**src/rtl/spi_strobe_pkg.sv**
```systemverilog
package spi_strobe_pkg;

  typedef enum logic [0:0] {
    SH_IDLE = 1'b0,
    SH_RUN  = 1'b1
  } shift_state_e;

endpackage

```
**src/rtl/spi_clk_div.sv**
```systemverilog
module spi_clk_div #(
  parameter int CLK_DIV = 4
) (
  input  logic clk,
  input  logic rst_n,
  input  logic run,
  output logic tick
);

  localparam int HALF = CLK_DIV / 2;

  generate
    if (HALF <= 1) begin : g_every_cycle
      assign tick = run;
    end else begin : g_counted
      localparam int CW = $clog2(HALF);
      logic [CW-1:0] cnt_q;

      always_ff @(posedge clk or negedge rst_n) begin
        if (!rst_n) begin
          cnt_q <= '0;
        end else if (!run) begin
          cnt_q <= '0;
        end else if (cnt_q == CW'(HALF - 1)) begin
          cnt_q <= '0;
        end else begin
          cnt_q <= cnt_q + 1'b1;
        end
      end

      assign tick = run && (cnt_q == CW'(HALF - 1));
    end
  endgenerate

endmodule

```
**src/rtl/spi_shifter.sv**
```systemverilog
module spi_shifter
  import spi_strobe_pkg::*;
#(
  parameter int DATA_W = 16
) (
  input  logic              clk,
  input  logic              rst_n,
  input  logic              launch,
  input  logic [DATA_W-1:0] payload,
  input  logic              tick,
  output logic              active,
  output logic              done,
  output logic              sclk,
  output logic              mosi,
  output logic              cs_n
);

  localparam int CNT_W = $clog2(DATA_W);

  shift_state_e      st_q;
  logic [DATA_W-1:0] sh_q;
  logic [CNT_W-1:0]  bit_q;
  logic              sclk_q;
  logic              cs_n_q;
  logic              last_bit;

  assign last_bit = (bit_q == CNT_W'(DATA_W - 1));

  always_ff @(posedge clk or negedge rst_n) begin
    if (!rst_n) begin
      st_q   <= SH_IDLE;
      sh_q   <= '0;
      bit_q  <= '0;
      sclk_q <= 1'b0;
      cs_n_q <= 1'b1;
    end else begin
      case (st_q)
        SH_IDLE: begin
          if (launch) begin
            st_q   <= SH_RUN;
            sh_q   <= payload;
            bit_q  <= '0;
            sclk_q <= 1'b0;
            cs_n_q <= 1'b0;
          end
        end
        SH_RUN: begin
          if (tick) begin
            if (!sclk_q) begin
              sclk_q <= 1'b1;
            end else begin
              sclk_q <= 1'b0;
              if (last_bit) begin
                st_q   <= SH_IDLE;
                bit_q  <= '0;
                cs_n_q <= 1'b1;
              end else begin
                sh_q  <= {sh_q[DATA_W-2:0], 1'b0};
                bit_q <= bit_q + 1'b1;
              end
            end
          end
        end
        default: st_q <= SH_IDLE;
      endcase
    end
  end

  assign active = (st_q == SH_RUN);
  assign done   = active && tick && sclk_q && last_bit;
  assign sclk   = sclk_q;
  assign cs_n   = cs_n_q;
  assign mosi   = active ? sh_q[DATA_W-1] : 1'b0;

endmodule

```
**src/rtl/spi_ctrl_reg.sv**
```systemverilog
module spi_ctrl_reg #(
  parameter int REG_W  = 32,
  parameter int DATA_W = 16
) (
  input  logic              clk,
  input  logic              rst_n,
  input  logic              wr_en,
  input  logic [REG_W-1:0]  wr_data,
  input  logic              done,
  output logic              launch,
  output logic [DATA_W-1:0] payload,
  output logic [REG_W-1:0]  rd_data
);

  localparam int STB_BIT = DATA_W;
  localparam int EN_BIT  = DATA_W + 1;

  logic [REG_W-1:0] reg_q;
  logic             host_stb_q;
  logic             busy;
  logic             stb_next;

  assign busy    = reg_q[STB_BIT];
  assign launch  = wr_en && wr_data[STB_BIT] && wr_data[EN_BIT] && !host_stb_q && !busy;
  assign payload = wr_data[DATA_W-1:0];

  always_comb begin
    stb_next = reg_q[STB_BIT];
    if (launch) begin
      stb_next = 1'b1;
    end else if (done) begin
      stb_next = 1'b0;
    end
  end

  always_ff @(posedge clk or negedge rst_n) begin
    if (!rst_n) begin
      reg_q      <= '0;
      host_stb_q <= 1'b0;
    end else begin
      if (wr_en) begin
        reg_q[REG_W-1:STB_BIT+1] <= wr_data[REG_W-1:STB_BIT+1];
        reg_q[DATA_W-1:0]        <= wr_data[DATA_W-1:0];
        host_stb_q               <= wr_data[STB_BIT];
      end
      reg_q[STB_BIT] <= stb_next;
    end
  end

  assign rd_data = reg_q;

endmodule

```
**src/rtl/spi_strobe_ctrl.sv**
```systemverilog
module spi_strobe_ctrl #(
  parameter int REG_W   = 32,
  parameter int DATA_W  = 16,
  parameter int CLK_DIV = 4
) (
  input  logic             clk,
  input  logic             rst_n,
  input  logic             wr_en,
  input  logic [REG_W-1:0] wr_data,
  output logic [REG_W-1:0] rd_data,
  output logic             spi_sclk,
  output logic             spi_mosi,
  output logic             spi_cs_n
);

  logic              launch;
  logic              done;
  logic              active;
  logic              tick;
  logic [DATA_W-1:0] payload;

  spi_ctrl_reg #(
    .REG_W  (REG_W),
    .DATA_W (DATA_W)
  ) u_reg (
    .clk     (clk),
    .rst_n   (rst_n),
    .wr_en   (wr_en),
    .wr_data (wr_data),
    .done    (done),
    .launch  (launch),
    .payload (payload),
    .rd_data (rd_data)
  );

  spi_clk_div #(
    .CLK_DIV (CLK_DIV)
  ) u_div (
    .clk   (clk),
    .rst_n (rst_n),
    .run   (active),
    .tick  (tick)
  );

  spi_shifter #(
    .DATA_W (DATA_W)
  ) u_shift (
    .clk     (clk),
    .rst_n   (rst_n),
    .launch  (launch),
    .payload (payload),
    .tick    (tick),
    .active  (active),
    .done    (done),
    .sclk    (spi_sclk),
    .mosi    (spi_mosi),
    .cs_n    (spi_cs_n)
  );

endmodule

```
**config.mk**
```make
export PLATFORM = sky130hd
export DESIGN_NAME = spi_strobe_ctrl
export DESIGN_NICKNAME = d
export VERILOG_FILES = /design/src/rtl/spi_strobe_pkg.sv /design/src/rtl/spi_clk_div.sv /design/src/rtl/spi_shifter.sv /design/src/rtl/spi_ctrl_reg.sv /design/src/rtl/spi_strobe_ctrl.sv
export SDC_FILE = /design/constraint.sdc
export NUM_CORES = 1
export LEC_CHECK = 0
export BUFFER_PORTS_ARGS = -buffer_cell sky130_fd_sc_hd__buf_2
export CORE_ASPECT_RATIO = 2
export CORE_MARGIN = 5
export CORE_UTILIZATION = 52
export CTS_CLUSTER_DIAMETER = 120
export DETAILED_ROUTE_END_ITERATION = 16
export PLACE_DENSITY = 0.84
export SETUP_SLACK_MARGIN = 0.05
export SLEW_MARGIN = 20
export SYNTH_ARGS = -nofsm -noshare
export SYNTH_HDL_FRONTEND = slang
export SYNTH_HIERARCHICAL = 1
export SYNTH_SLANG_ARGS = --single-unit
export TNS_END_PERCENT = 100
```
**constraint.sdc**
```tcl
create_clock -name clk -period 1.9 [get_ports clk]
set_input_delay 0.38 -clock clk [delete_from_list [all_inputs] [get_ports clk]]
set_output_delay 0.38 -clock clk [all_outputs]
set_load 0.01 [all_outputs]
```
==> results of run 1 <==
cell families (layout without fill, tap and decap cells):
logic type	count (synthesis)	after routing
multiplexers	34	34
buffers and inverters	44	107
flip-flops	57	57
XOR/XNOR	2	2
adder cells (fa/ha/maj)	1	1
AO/OA/AOI/OAI	39	39
AND/OR/NAND/NOR	21	21
through the flow:
| step | cells | setup slack [ns] | instance area (um^2) | power (uW) | utilization (%) |
|---|---|---|---|---|---|
| detailed placement | 303 | 0.211 | 2940 | 2590 | 57.7 |
| CTS | 319 | 0.297 | 3110 | 3600 | 61.1 |
| floorplan | 198 | 0.262 | 2710 | 2340 | - |
| finish | 319 | 0.297 | 3110 | 3550 | 61.1 |
| global placement | 303 | 0.279 | 2940 | 2540 | 57.7 |
| global route | 319 | 0.187 | 3110 | 3780 | 61.1 |
worst max-delay path by stage:
stage / startpoint / end / slack (ns) / cells past startpoint
3_5_place_dp: wr_en / u_shift/sh_q[0]$_DFFE_PN0P_ / 0.21 / 6
4_1_cts: u_reg/host_stb_q$_DFFE_PN0P_ / u_shift/sh_q[0]$_DFFE_PN0P_ / 0.30 / 5
2_1_floorplan: wr_en / u_shift/sh_q[13]$_DFFE_PN0P_ / 0.26 / 9
6_report: u_reg/host_stb_q$_DFFE_PN0P_ / u_shift/sh_q[0]$_DFFE_PN0P_ / 0.30 / 5
3_3_place_gp: wr_en / u_shift/sh_q[0]$_DFFE_PN0P_ / 0.28 / 6
5_1_grt: u_div/g_counted.cnt_q$_DFF_PN0_ / u_shift/sh_q[12]$_DFFE_PN0P_ / 0.19 / 5
power by group:
part / internal (uW) / switching (uW) / total [uW]
Sequential: 1510 / 194 / 1710
Clock: 538 / 440 / 978
Combinational: 440 / 419 / 859
area by class of cell:
cell class / count / area share, %
Sequential cell: 57 / 45.9
Multi-Input combinational cell: 97 / 31.4
Timing Repair Buffer: 75 / 12.9
Clock buffer: 13 / 5.10
Tap cell: 58 / 2.33
Inverter: 16 / 1.93
Clock inverter: 3 / 0.482
sequential cells by signal (all words and copies together) (netlist names):
name / count
u_div/g_counted.cnt_q: 1
u_shift/cs_n: 1
u_shift/sh_q: 16
u_shift/bit_q: 4
u_reg/rd_data: 32
u_reg/host_stb_q: 1
u_shift/active: 1
u_shift/sclk: 1
layout by cell type (no fill, tap or decap), types with 3 or more instances in the layout:
| cell | netlist | final |
|---|---|---|
| sky130_fd_sc_hd__inv_1 | 16 | 16 |
| sky130_fd_sc_hd__buf_4 | 18 | 5 |
| sky130_fd_sc_hd__a21oi_2 | 10 | 10 |
| sky130_fd_sc_hd__buf_2 | 3 | 69 |
| sky130_fd_sc_hd__nand3_1 | 6 | 6 |
| sky130_fd_sc_hd__dfrtp_1 | 56 | 56 |
| sky130_fd_sc_hd__clkbuf_8 | 0 | 11 |
| sky130_fd_sc_hd__o32ai_1 | 15 | 15 |
| sky130_fd_sc_hd__a21oi_1 | 5 | 5 |
| sky130_fd_sc_hd__clkinv_2 | 0 | 3 |
| sky130_fd_sc_hd__mux2_4 | 29 | 29 |
| sky130_fd_sc_hd__mux2_2 | 4 | 4 |
| sky130_fd_sc_hd__a22o_1 | 4 | 4 |
| sky130_fd_sc_hd__nor2_1 | 4 | 4 |
routing by layer:
metal | part of all wire [%] | vias up | global-route usage (%)
met4 | 1.8 | 0 | 8.97
met1 | 39 | 865 | 20.3
li1 | - | 798 | -
met3 | 4.0 | 6 | 4.26
met5 | 0 | - | 0
met2 | 55 | 42 | 27.1
==> results_dict.tcl, run 1 <==
set metrics [dict create \
    hp-class "input port to asynchronous set/reset pin" \
    cts_made_buffers 9 \
    synth_simple_gate_area_share_pct 4.85 \
    ys.warnings.count 6 \
    placementRows 37 \
    regToRegEndpoint "u_shift/sh_q[0]$_DFFE_PN0P_" \
    synth_largest_type_area_fraction_pct 51.7 \
    yosys.area_share.adder_pct 0.461 \
    synth.cell_area_mm2 0.00271 \
    route.detailed.drc 0 \
    syn_inst 198 \
    cp_num_buf_inv 0 \
    synth_enable_flop_cells 0 \
    num-fill-cells 434 \
    fraction_of_layout_cells_with_a_size_suffix_above_1_pct 52.5 \
    vdd_ir_drop_max_mv 0.873 \
    timing.max_slew.rel_slack_pct 62.5 \
    grt_max_degree 58 \
    finalCritPeriodShare_pct 84.4 \
    cpPeakStageDelay_ns 0.38 \
    clock_tree.root_cell "sky130_fd_sc_hd__clkbuf_8" \
    max_slew.worst_pin.slew_ns 0.562 \
    period_minus_slack_ns 1.60 \
    synth_top_family_by_area "multiplexers" \
    initial_drt_markers 55 \
    synth_top_cells_by_area "sky130_fd_sc_hd__dfrtp_1 52%, sky130_fd_sc_hd__mux2_4 16%, sky130_fd_sc_hd__buf_4 5.0%, sky130_fd_sc_hd__o32ai_1 4.8%, sky130_fd_sc_hd__a21oi_2 3.2%" \
    grt_pass1_vias 1897 \
    finalHoldViolations 0 \
    synth_async_sr_flop_share_pct 100 \
    area.sequential_mm2 0.00143 \
    critPathSlowestCell "sky130_fd_sc_hd__dfrtp_1" \
    cts-hold-fix-buffers 0 \
    routed_wirelength_um 5190 \
    clock_skew_ns 0.00572 \
    post_cts_buffers 0 \
    pwr_density_cell_mw_per_mm2 1140 \
    post_drt_via_cell_ratio 5.36 \
    antenna_found_initial 0 \
    cts_tree "built" \
    syn-mean-instance-area_um2 13.7 \
    yosys.area.top_type "sky130_fd_sc_hd__dfrtp_1" \
    detail_route.first_pass.iterations 4 \
    endpoint_required_time_on_the_critical_path_ns 2.10 \
    area_of_combinational_cells_with_multiple_inputs_um2 976 \
    cts-root-to-sink-buffers 2 \
    routed_wire_length_per_instance_um 16.3 \
    startpoint_class "flop" \
    holdWs_ns 0.0470 \
    arrival_time_of_data_at_the_critical_path_endpoint_ns 1.81 \
    yosys-top-cells-count "56 x sky130_fd_sc_hd__dfrtp_1, 29 x sky130_fd_sc_hd__mux2_4, 18 x sky130_fd_sc_hd__buf_4" \
    max-cap-violations 0 \
    unrepaired_setup_endpoints_after_global_routing "no" \
    numPortBuffers 69 \
    postSynthRegisterBits 57 \
    grtUsageTotal_pct 17.0 \
    dieHeight_um 112 \
    syn_nets 234 \
    fraction_of_the_mapped_netlist_area_in_compound_gates_pct 12.0 \
    post_cts.resized_instances 0 \
    detail-route-antenna-nets 0 \
    sum_of_overflow_across_all_layers_after_global_routing 0 \
    clock_sink_count 57 \
    cp_max_fo 16 \
    die_w_um 61.1 \
    synth_ff_type "sky130_fd_sc_hd__dfrtp_1" \
    half_perimeter_wire_length_after_placement_um 3670 \
    start_to_end_type_of_the_worst_setup_path "flop to flop" \
    design.core.area_mm2 0.00509 \
    maxClockFrequency_mhz 624 \
    setup_violations_final 0 \
    antenna_diode_count 0 \
    design.die.area_mm2 0.00685 \
    wire_length_of_the_first_global_routing_pass_um 8680 \
    path_clk_slew_ns 0.06 \
    ys_types 33 \
    final.setup.tns_ns 0 \
    report.final.slew_viol_count 0 \
    leakage_power_summed_over_all_cells_uw 0.00159 \
    outcome "finished clean" \
    finalWeightedCongestion 0.744 \
    initial_utilization_pct 53.2 \
    htreeDepth 3 \
    yosys.cell_count.top_type "sky130_fd_sc_hd__dfrtp_1" \
    rr_worst_depth 5 \
    final_net_count 292 \
    timing.critical_path.max_delay_family "compound AO/OA/AOI/OAI gates" \
    worst_skew_pair.late_latency_ns 0.32 \
    route.vias.total 1711 \
    layout-area-overhead-vs-synth_pct 14.8 \
    top_level_ports 70 \
    mux_cell_area_share_after_synthesis_pct 18.1 \
    crit_path_cell_trace "nand4b_4 -> nor2_1 -> nand2b_1 -> a22o_4 -> a22o_1" \
    ff2ff_setup_slack_ns 0.30 \
    synth_xor_xnor_area_share_pct 0.646 \
    share_of_the_yosys_chip_area_belonging_to_registers_pct 52.7 \
    rr_startpoint "u_reg/host_stb_q$_DFFE_PN0P_" \
    crit_path_end_kind "flop" \
]
Note: power is estimated with default switching activity, not from simulation.
==> inputs of run 2 (changes only) <==
- ABC_AREA: unset -> 1
- CORE_UTILIZATION: 52 -> 53
- PLACE_DENSITY: 0.84 -> 0.85
- clock period: 1.9 -> 1.6 ns (I/O delays scaled with it)
==> results_dict.tcl, run 2 <==
set metrics [dict create \
    outcome "finished clean" \
    ys.warnings.count 6 \
    unrepaired_setup_endpoints_after_global_routing "no" \
    period_minus_slack_ns 1.46 \
    fraction_of_layout_cells_with_a_size_suffix_above_1_pct 29.4 \
    arrival_time_of_data_at_the_critical_path_endpoint_ns 1.68 \
    synth_largest_type_area_fraction_pct 51.3 \
    worst_skew_pair.late_latency_ns 0.34 \
    yosys.area.top_type "sky130_fd_sc_hd__dfrtp_1" \
    sum_of_overflow_across_all_layers_after_global_routing 0 \
    synth_enable_flop_cells 0 \
    path_clk_slew_ns 0.07 \
    wl_met3_um 263 \
    half_perimeter_wire_length_after_placement_um 4490 \
    grt_max_degree 64 \
    initial_utilization_pct 53.6 \
    synth_xor_xnor_area_share_pct 0 \
    vdd_ir_drop_max_mv 0.792 \
    area.sequential_mm2 0.00143 \
    post_drt_via_cell_ratio 4.88 \
    placementRows 37 \
    regToRegEndpoint "u_shift/sh_q[10]$_DFFE_PN0P_" \
    startpoint_class "flop" \
    routedLengthMet1_um 2230 \
    layout-area-overhead-vs-synth_pct 19.5 \
    antenna_diode_count 0 \
    antenna_found_initial 0 \
    area_of_combinational_cells_with_multiple_inputs_um2 913 \
    wire_length_of_the_first_global_routing_pass_um 10300 \
    final_cell_mix "130 x sky130_fd_sc_hd__nand2_1, 69 x sky130_fd_sc_hd__buf_2, 56 x sky130_fd_sc_hd__dfrtp_1" \
    share_of_the_yosys_chip_area_belonging_to_registers_pct 52.3 \
    routed.top_layer "met4" \
    crit_path_end_kind "flop" \
    design.core.area_mm2 0.00509 \
    yosys.area_share.adder_pct 0.458 \
    design.die.area_mm2 0.00677 \
    timing.max_slew.rel_slack_pct 58.4 \
    finalCritPeriodShare_pct 91.3 \
    ys_types 21 \
    maxClockFrequency_mhz 685 \
    synth_ff_type "sky130_fd_sc_hd__dfrtp_1" \
    routed_wire_length_per_instance_um 13.3 \
    ff2ff_setup_slack_ns 0.14 \
    synth_async_sr_flop_share_pct 100 \
    placedCellCount 437 \
    setup_violations_final 0 \
    hp-class "input port to flop" \
    cp_max_fo 12 \
    leakage_power_summed_over_all_cells_uw 0.00184 \
    min_path_cells 3 \
    detail_route.first_pass.iterations 4 \
    die_w_um 60.8 \
    route.met2.wl_um 3400 \
    clock_tree.root_cell "sky130_fd_sc_hd__clkbuf_8" \
    min_from "wr_data[18]" \
    syn-mean-instance-area_um2 8.27 \
    layoutNonFillerInstCount 459 \
    finalHoldViolations 0 \
    synth_simple_gate_area_share_pct 24.4 \
    largest_reg_flops 32 \
    initial_drt_markers 83 \
    postSynthRegisterBits 57 \
    report.final.slew_viol_count 0 \
    routed_wirelength_um 6100 \
    top_level_ports 70 \
    mostFrequentLayoutCell "sky130_fd_sc_hd__nand2_1" \
    mux_cell_area_share_after_synthesis_pct 0 \
    pwr_density_cell_mw_per_mm2 1070 \
    syn_inst 330 \
    detail-route-antenna-nets 0 \
    max_slew.worst_pin.slew_ns 0.625 \
    syn_nets 366 \
    start_to_end_type_of_the_worst_setup_path "flop to flop" \
    synth.cell_area_mm2 0.00273 \
    synth_top_cells_by_area "sky130_fd_sc_hd__dfrtp_1 51%, sky130_fd_sc_hd__nand2_1 18%, sky130_fd_sc_hd__inv_1 5.6%, sky130_fd_sc_hd__buf_4 5.2%, sky130_fd_sc_hd__nand3_1 3.7%" \
    yosys-top-cells-count "130 x sky130_fd_sc_hd__nand2_1, 56 x sky130_fd_sc_hd__dfrtp_1, 41 x sky130_fd_sc_hd__inv_1" \
    finalWeightedCongestion 0.806 \
    cts-root-to-sink-buffers 2 \
    endpoint_required_time_on_the_critical_path_ns 1.82 \
    rr_startpoint "u_shift/bit_q[1]$_DFFE_PN0P_" \
    cts_made_buffers 9 \
    num-fill-cells 423 \
    final.setup.tns_ns 0 \
    max-cap-violations 0 \
    htreeDepth 3 \
    clock_skew_ns 0.0109 \
    grt_pass1_vias 2339 \
    numPortBuffers 69 \
    synth_top_family_by_area "simple AND/OR/NAND/NOR gates" \
    final_net_count 432 \
    grtUsageTotal_pct 20.0 \
    cts_tree "built" \
    yosys.cell_count.top_type "sky130_fd_sc_hd__nand2_1" \
    route.detailed.drc 0 \
    route.vias.total 2239 \
    min_delay_worst_endpoint "u_reg/rd_data[18]$_DFFE_PN0P_" \
    dieHeight_um 112 \
    clock_sink_count 57 \
    fraction_of_the_mapped_netlist_area_in_compound_gates_pct 8.39 \
    rr_worst_depth 7 \
]
## run 2: power breakdown
group / switching, uW / total [uW] / internal (uW)
Clock: 541 / 1340 / 800
Combinational: 278 / 471 / 193
Sequential: 82.1 / 1670 / 1590
Total: 901 / 3480 / 2580
## run 2: worst max-delay path by stage
stage | start | to | cells past startpoint
floorplan | wr_en | u_shift/sh_q[0]$_DFFE_PN0P_ | 11
global route | u_shift/bit_q[0]$_DFFE_PN0P_ | u_shift/sh_q[8]$_DFFE_PN0P_ | 7
detailed placement | u_shift/bit_q[0]$_DFFE_PN0P_ | u_reg/rd_data[16]$_DFFE_PN0P_ | 8
CTS | u_shift/active$_DFF_PN0_ | spi_mosi | 4
global placement | u_shift/bit_q[0]$_DFFE_PN0P_ | u_reg/rd_data[16]$_DFFE_PN0P_ | 8
finish | u_shift/bit_q[1]$_DFFE_PN0P_ | u_shift/sh_q[10]$_DFFE_PN0P_ | 7
## run 2: logic make-up (layout without fill, tap and decap cells)
logic type	after synthesis	count (layout)
compound gates	36	36
simple gates	165	165
buf+inv	71	142
fa+ha+maj	1	1
flops	57	57
## run 2: repair_timing
action | in CTS | in global routing
pin swaps | 0 | 1
gates cloned | 0 | 0
endpoints found under the hold margin | 19 | 0
hold buffers | 1 | 0
gates resized for setup | 1 | 2
setup buffers | 0 | 5
setup endpoints to repair | 1 | 5
## run 2: critical path: stages (launching register included)
cell and delay, ns:
sky130_fd_sc_hd__dfrtp_1 0.40, sky130_fd_sc_hd__ha_2 0.22, sky130_fd_sc_hd__nand2_1 0.07, sky130_fd_sc_hd__nor2_1 0.14, sky130_fd_sc_hd__nand2_2 0.14, sky130_fd_sc_hd__buf_4 0.21
sky130_fd_sc_hd__nand3_1 0.08, sky130_fd_sc_hd__nand2_1 0.06
## run 2: metrics by stage
stage               setup slack, ns  cell area (um^2)  util, %  hold WS (ns)  total power [uW]
floorplan                     0.164              2730        -        0.0244              1970
detailed placement            0.125              3010     59.1         0.332              2160
finish                        0.139              3260     64.1         0.198              3480
global placement              0.224              3010     59.1         0.328              2130
global route                 0.0263              3260     64.1         0.205              3660
CTS                          0.0856              3220     63.2         0.184              3510
## run 2: routing by layer
layer  vias up  global-route usage (%)
met3        20                    5.45
li1       1121                       -
met2        54                    33.7
met5         -                       0
met4         0                    10.4
met1      1044                    21.8
## run 2: layout make-up
| cell class | instances | area share, % |
|---|---|---|
| clock buffers | 13 | 4.87 |
| flip-flops and latches | 57 | 43.8 |
| repair buffers | 85 | 15.2 |
| clock inverters | 3 | 1.23 |
| inverters | 41 | 4.72 |
| well taps | 58 | 2.22 |
| multi-input cells | 202 | 28.0 |
==> inputs of run 3 (changes only) <==
- clock period: 1.6 -> 1.4 ns (I/O delays scaled with it)
==> results_dict.tcl, run 3 (synthesized netlist as in run 2, its figures left out) <==
set metrics [dict create \
    min_from "wr_data[26]" \
    timing.max_slew.rel_slack_pct 58.6 \
    leakage_power_summed_over_all_cells_uw 0.00186 \
    setup_violations_final 0 \
    path_clk_slew_ns 0.06 \
    cts-root-to-sink-buffers 2 \
    netSwitchingFraction_pct 28.5 \
    routed_wirelength_um 6240 \
    placedCellCount 443 \
    final.setup.tns_ns 0 \
    detail_route.first_pass.iterations 4 \
    detail-route-antenna-nets 0 \
    startpoint_class "flop" \
    report.final.slew_viol_count 0 \
    route.vias.total 2314 \
    cp_max_fo 10 \
    wire_length_of_the_first_global_routing_pass_um 10500 \
    route.detailed.drc 0 \
    rr_worst_depth 8 \
    report.power.total_uw 3730 \
    finalWeightedCongestion 0.821 \
    grtUsageTotal_pct 20.7 \
    clock_tree.root_cell "sky130_fd_sc_hd__clkbuf_8" \
    power.combinational.fraction_pct 14.8 \
    arrival_time_of_data_at_the_critical_path_endpoint_ns 1.61 \
    net-switching-power_uw 1070 \
    sum_of_overflow_across_all_layers_after_global_routing 0 \
    antenna_found_initial 0 \
    power_frac_clock_pct 34.2 \
    fraction_of_layout_cells_with_a_size_suffix_above_1_pct 32.8 \
    top_level_ports 70 \
    post_drt_via_cell_ratio 4.97 \
    start_to_end_type_of_the_worst_setup_path "flop to flop" \
    layout-area-overhead-vs-synth_pct 21.3 \
    clock_skew_ns 0.00701 \
    vdd_ir_drop_max_mv 0.977 \
    design.core.area_mm2 0.00509 \
    clock_sink_count 57 \
    min_delay_worst_endpoint "u_reg/rd_data[26]$_DFFE_PN0P_" \
    layoutNonFillerInstCount 466 \
    final_cell_mix "127 x sky130_fd_sc_hd__nand2_1, 68 x sky130_fd_sc_hd__buf_2, 56 x sky130_fd_sc_hd__dfrtp_1" \
    initial_drt_markers 64 \
    worst_skew_pair.late_latency_ns 0.34 \
    die_w_um 60.8 \
    cts_tree "built" \
    half_perimeter_wire_length_after_placement_um 4490 \
    regToRegEndpoint "u_shift/sh_q[6]$_DFFE_PN0P_" \
    dp_worst_setup_slack_ns 0.0664 \
    largest_reg_flops 32 \
    utilization_after_layout_pct 65.0 \
    hp-class "input port to flop" \
    htreeDepth 3 \
    cts_made_buffers 9 \
    initial_utilization_pct 53.6 \
    final_net_count 439 \
    dieHeight_um 112 \
    design.die.area_mm2 0.00677 \
    grt_pass1_vias 2443 \
    pwr_density_cell_mw_per_mm2 1130 \
    finalHoldViolations 0 \
    mostFrequentLayoutCell "sky130_fd_sc_hd__nand2_1" \
    max-cap-violations 0 \
    crit_path_end_kind "flop" \
    routed_wire_length_per_instance_um 13.4 \
    maxClockFrequency_mhz 750 \
    numPortBuffers 69 \
    finalCritPeriodShare_pct 95.2 \
    placementRows 37 \
    max_slew.worst_pin.slew_ns 0.621 \
    unrepaired_setup_endpoints_after_global_routing "yes" \
    ff2ff_setup_slack_ns 0.07 \
    outcome "finished clean" \
    min_path_cells 3 \
    postLayoutSetupSlackWorst_ns 0.0665 \
    endpoint_required_time_on_the_critical_path_ns 1.67 \
    internal-power_uw 2670 \
    grt_max_degree 64 \
    period_minus_slack_ns 1.33 \
    antenna_diode_count 0 \
    rr_startpoint "u_reg/host_stb_q$_DFFE_PN0P_" \
    share_seq_of_total_power_pct 51.0 \
]
==> run 3: repair_timing <==
item,4_1_cts,5_1_grt
hold endpoints to repair,14,0
pin swaps,1,3
hold buffers,1,0
gates resized for setup,3,13
setup endpoints to repair,4,22
setup buffers,3,3
gates cloned,0,0
==> run 3: how the worst max path moves through the flow <==
| stage | startpoint | to | slack, ns | cells after the start |
|---|---|---|---|---|
| final | u_reg/host_stb_q$_DFFE_PN0P_ | u_shift/sh_q[6]$_DFFE_PN0P_ | 0.07 | 8 |
| after global routing | u_shift/active$_DFF_PN0_ | spi_mosi | -0.002 | 4 |
| after CTS | u_shift/active$_DFF_PN0_ | spi_mosi | 0.04 | 4 |
| after detailed placement | wr_en | u_shift/sh_q[6]$_DFFE_PN0P_ | 0.07 | 10 |
| after global placement | u_shift/bit_q[0]$_DFFE_PN0P_ | u_shift/sh_q[15]$_DFFE_PN0P_ | 0.10 | 7 |
| after floorplan | wr_en | u_shift/sh_q[0]$_DFFE_PN0P_ | 0.05 | 11 |
==> run 3: layout make-up <==
cell class	count	area, um^2
Clock inverter	6	35.0
Inverter	41	158
Fill cell	441	1780
Timing Repair Buffer	92	547
Clock buffer	10	128
Sequential cell	57	1430
Tap cell	58	72.6
Multi-Input combinational cell	202	943
==> run 3: metal layers <==
layer,routed length (um),global-route usage [%],vias up
met4,97,11.3,0
li1,-,-,1135
met3,346,6.84,8
met1,2360,22.8,1103
met2,3440,33.8,68
met5,0,0,-
==> run 3: critical path, stage by stage, from the launching register on <==
cell and delay [ns]:
sky130_fd_sc_hd__dfrtp_1 0.39, sky130_fd_sc_hd__nor2_1 0.12, sky130_fd_sc_hd__nand2_1 0.09, sky130_fd_sc_hd__inv_2 0.09
sky130_fd_sc_hd__nor2_4 0.04, sky130_fd_sc_hd__a21oi_4 0.16, sky130_fd_sc_hd__buf_4 0.21, sky130_fd_sc_hd__nand3_1 0.09
sky130_fd_sc_hd__nand2_1 0.08
==> run 3: power by group through the flow <==
| stage | clock, uW | sequential [uW] | combinational (uW) |
|---|---|---|---|
| finish | 1280 | 1910 | 553 |
| global placement | 0 | 1930 | 513 |
| CTS | 1320 | 1900 | 548 |
| floorplan | 0 | 1960 | 300 |
| global route | 1400 | 1930 | 623 |
| detailed placement | 0 | 1930 | 538 |
==> run 3: stage by stage <==
step	hold slack, ns	area [um^2]
floorplan	-0.0156	2740
global route	0.135	3310
CTS	0.128	3240
detailed placement	0.252	3040
global placement	0.247	3040
finish	0.150	3310
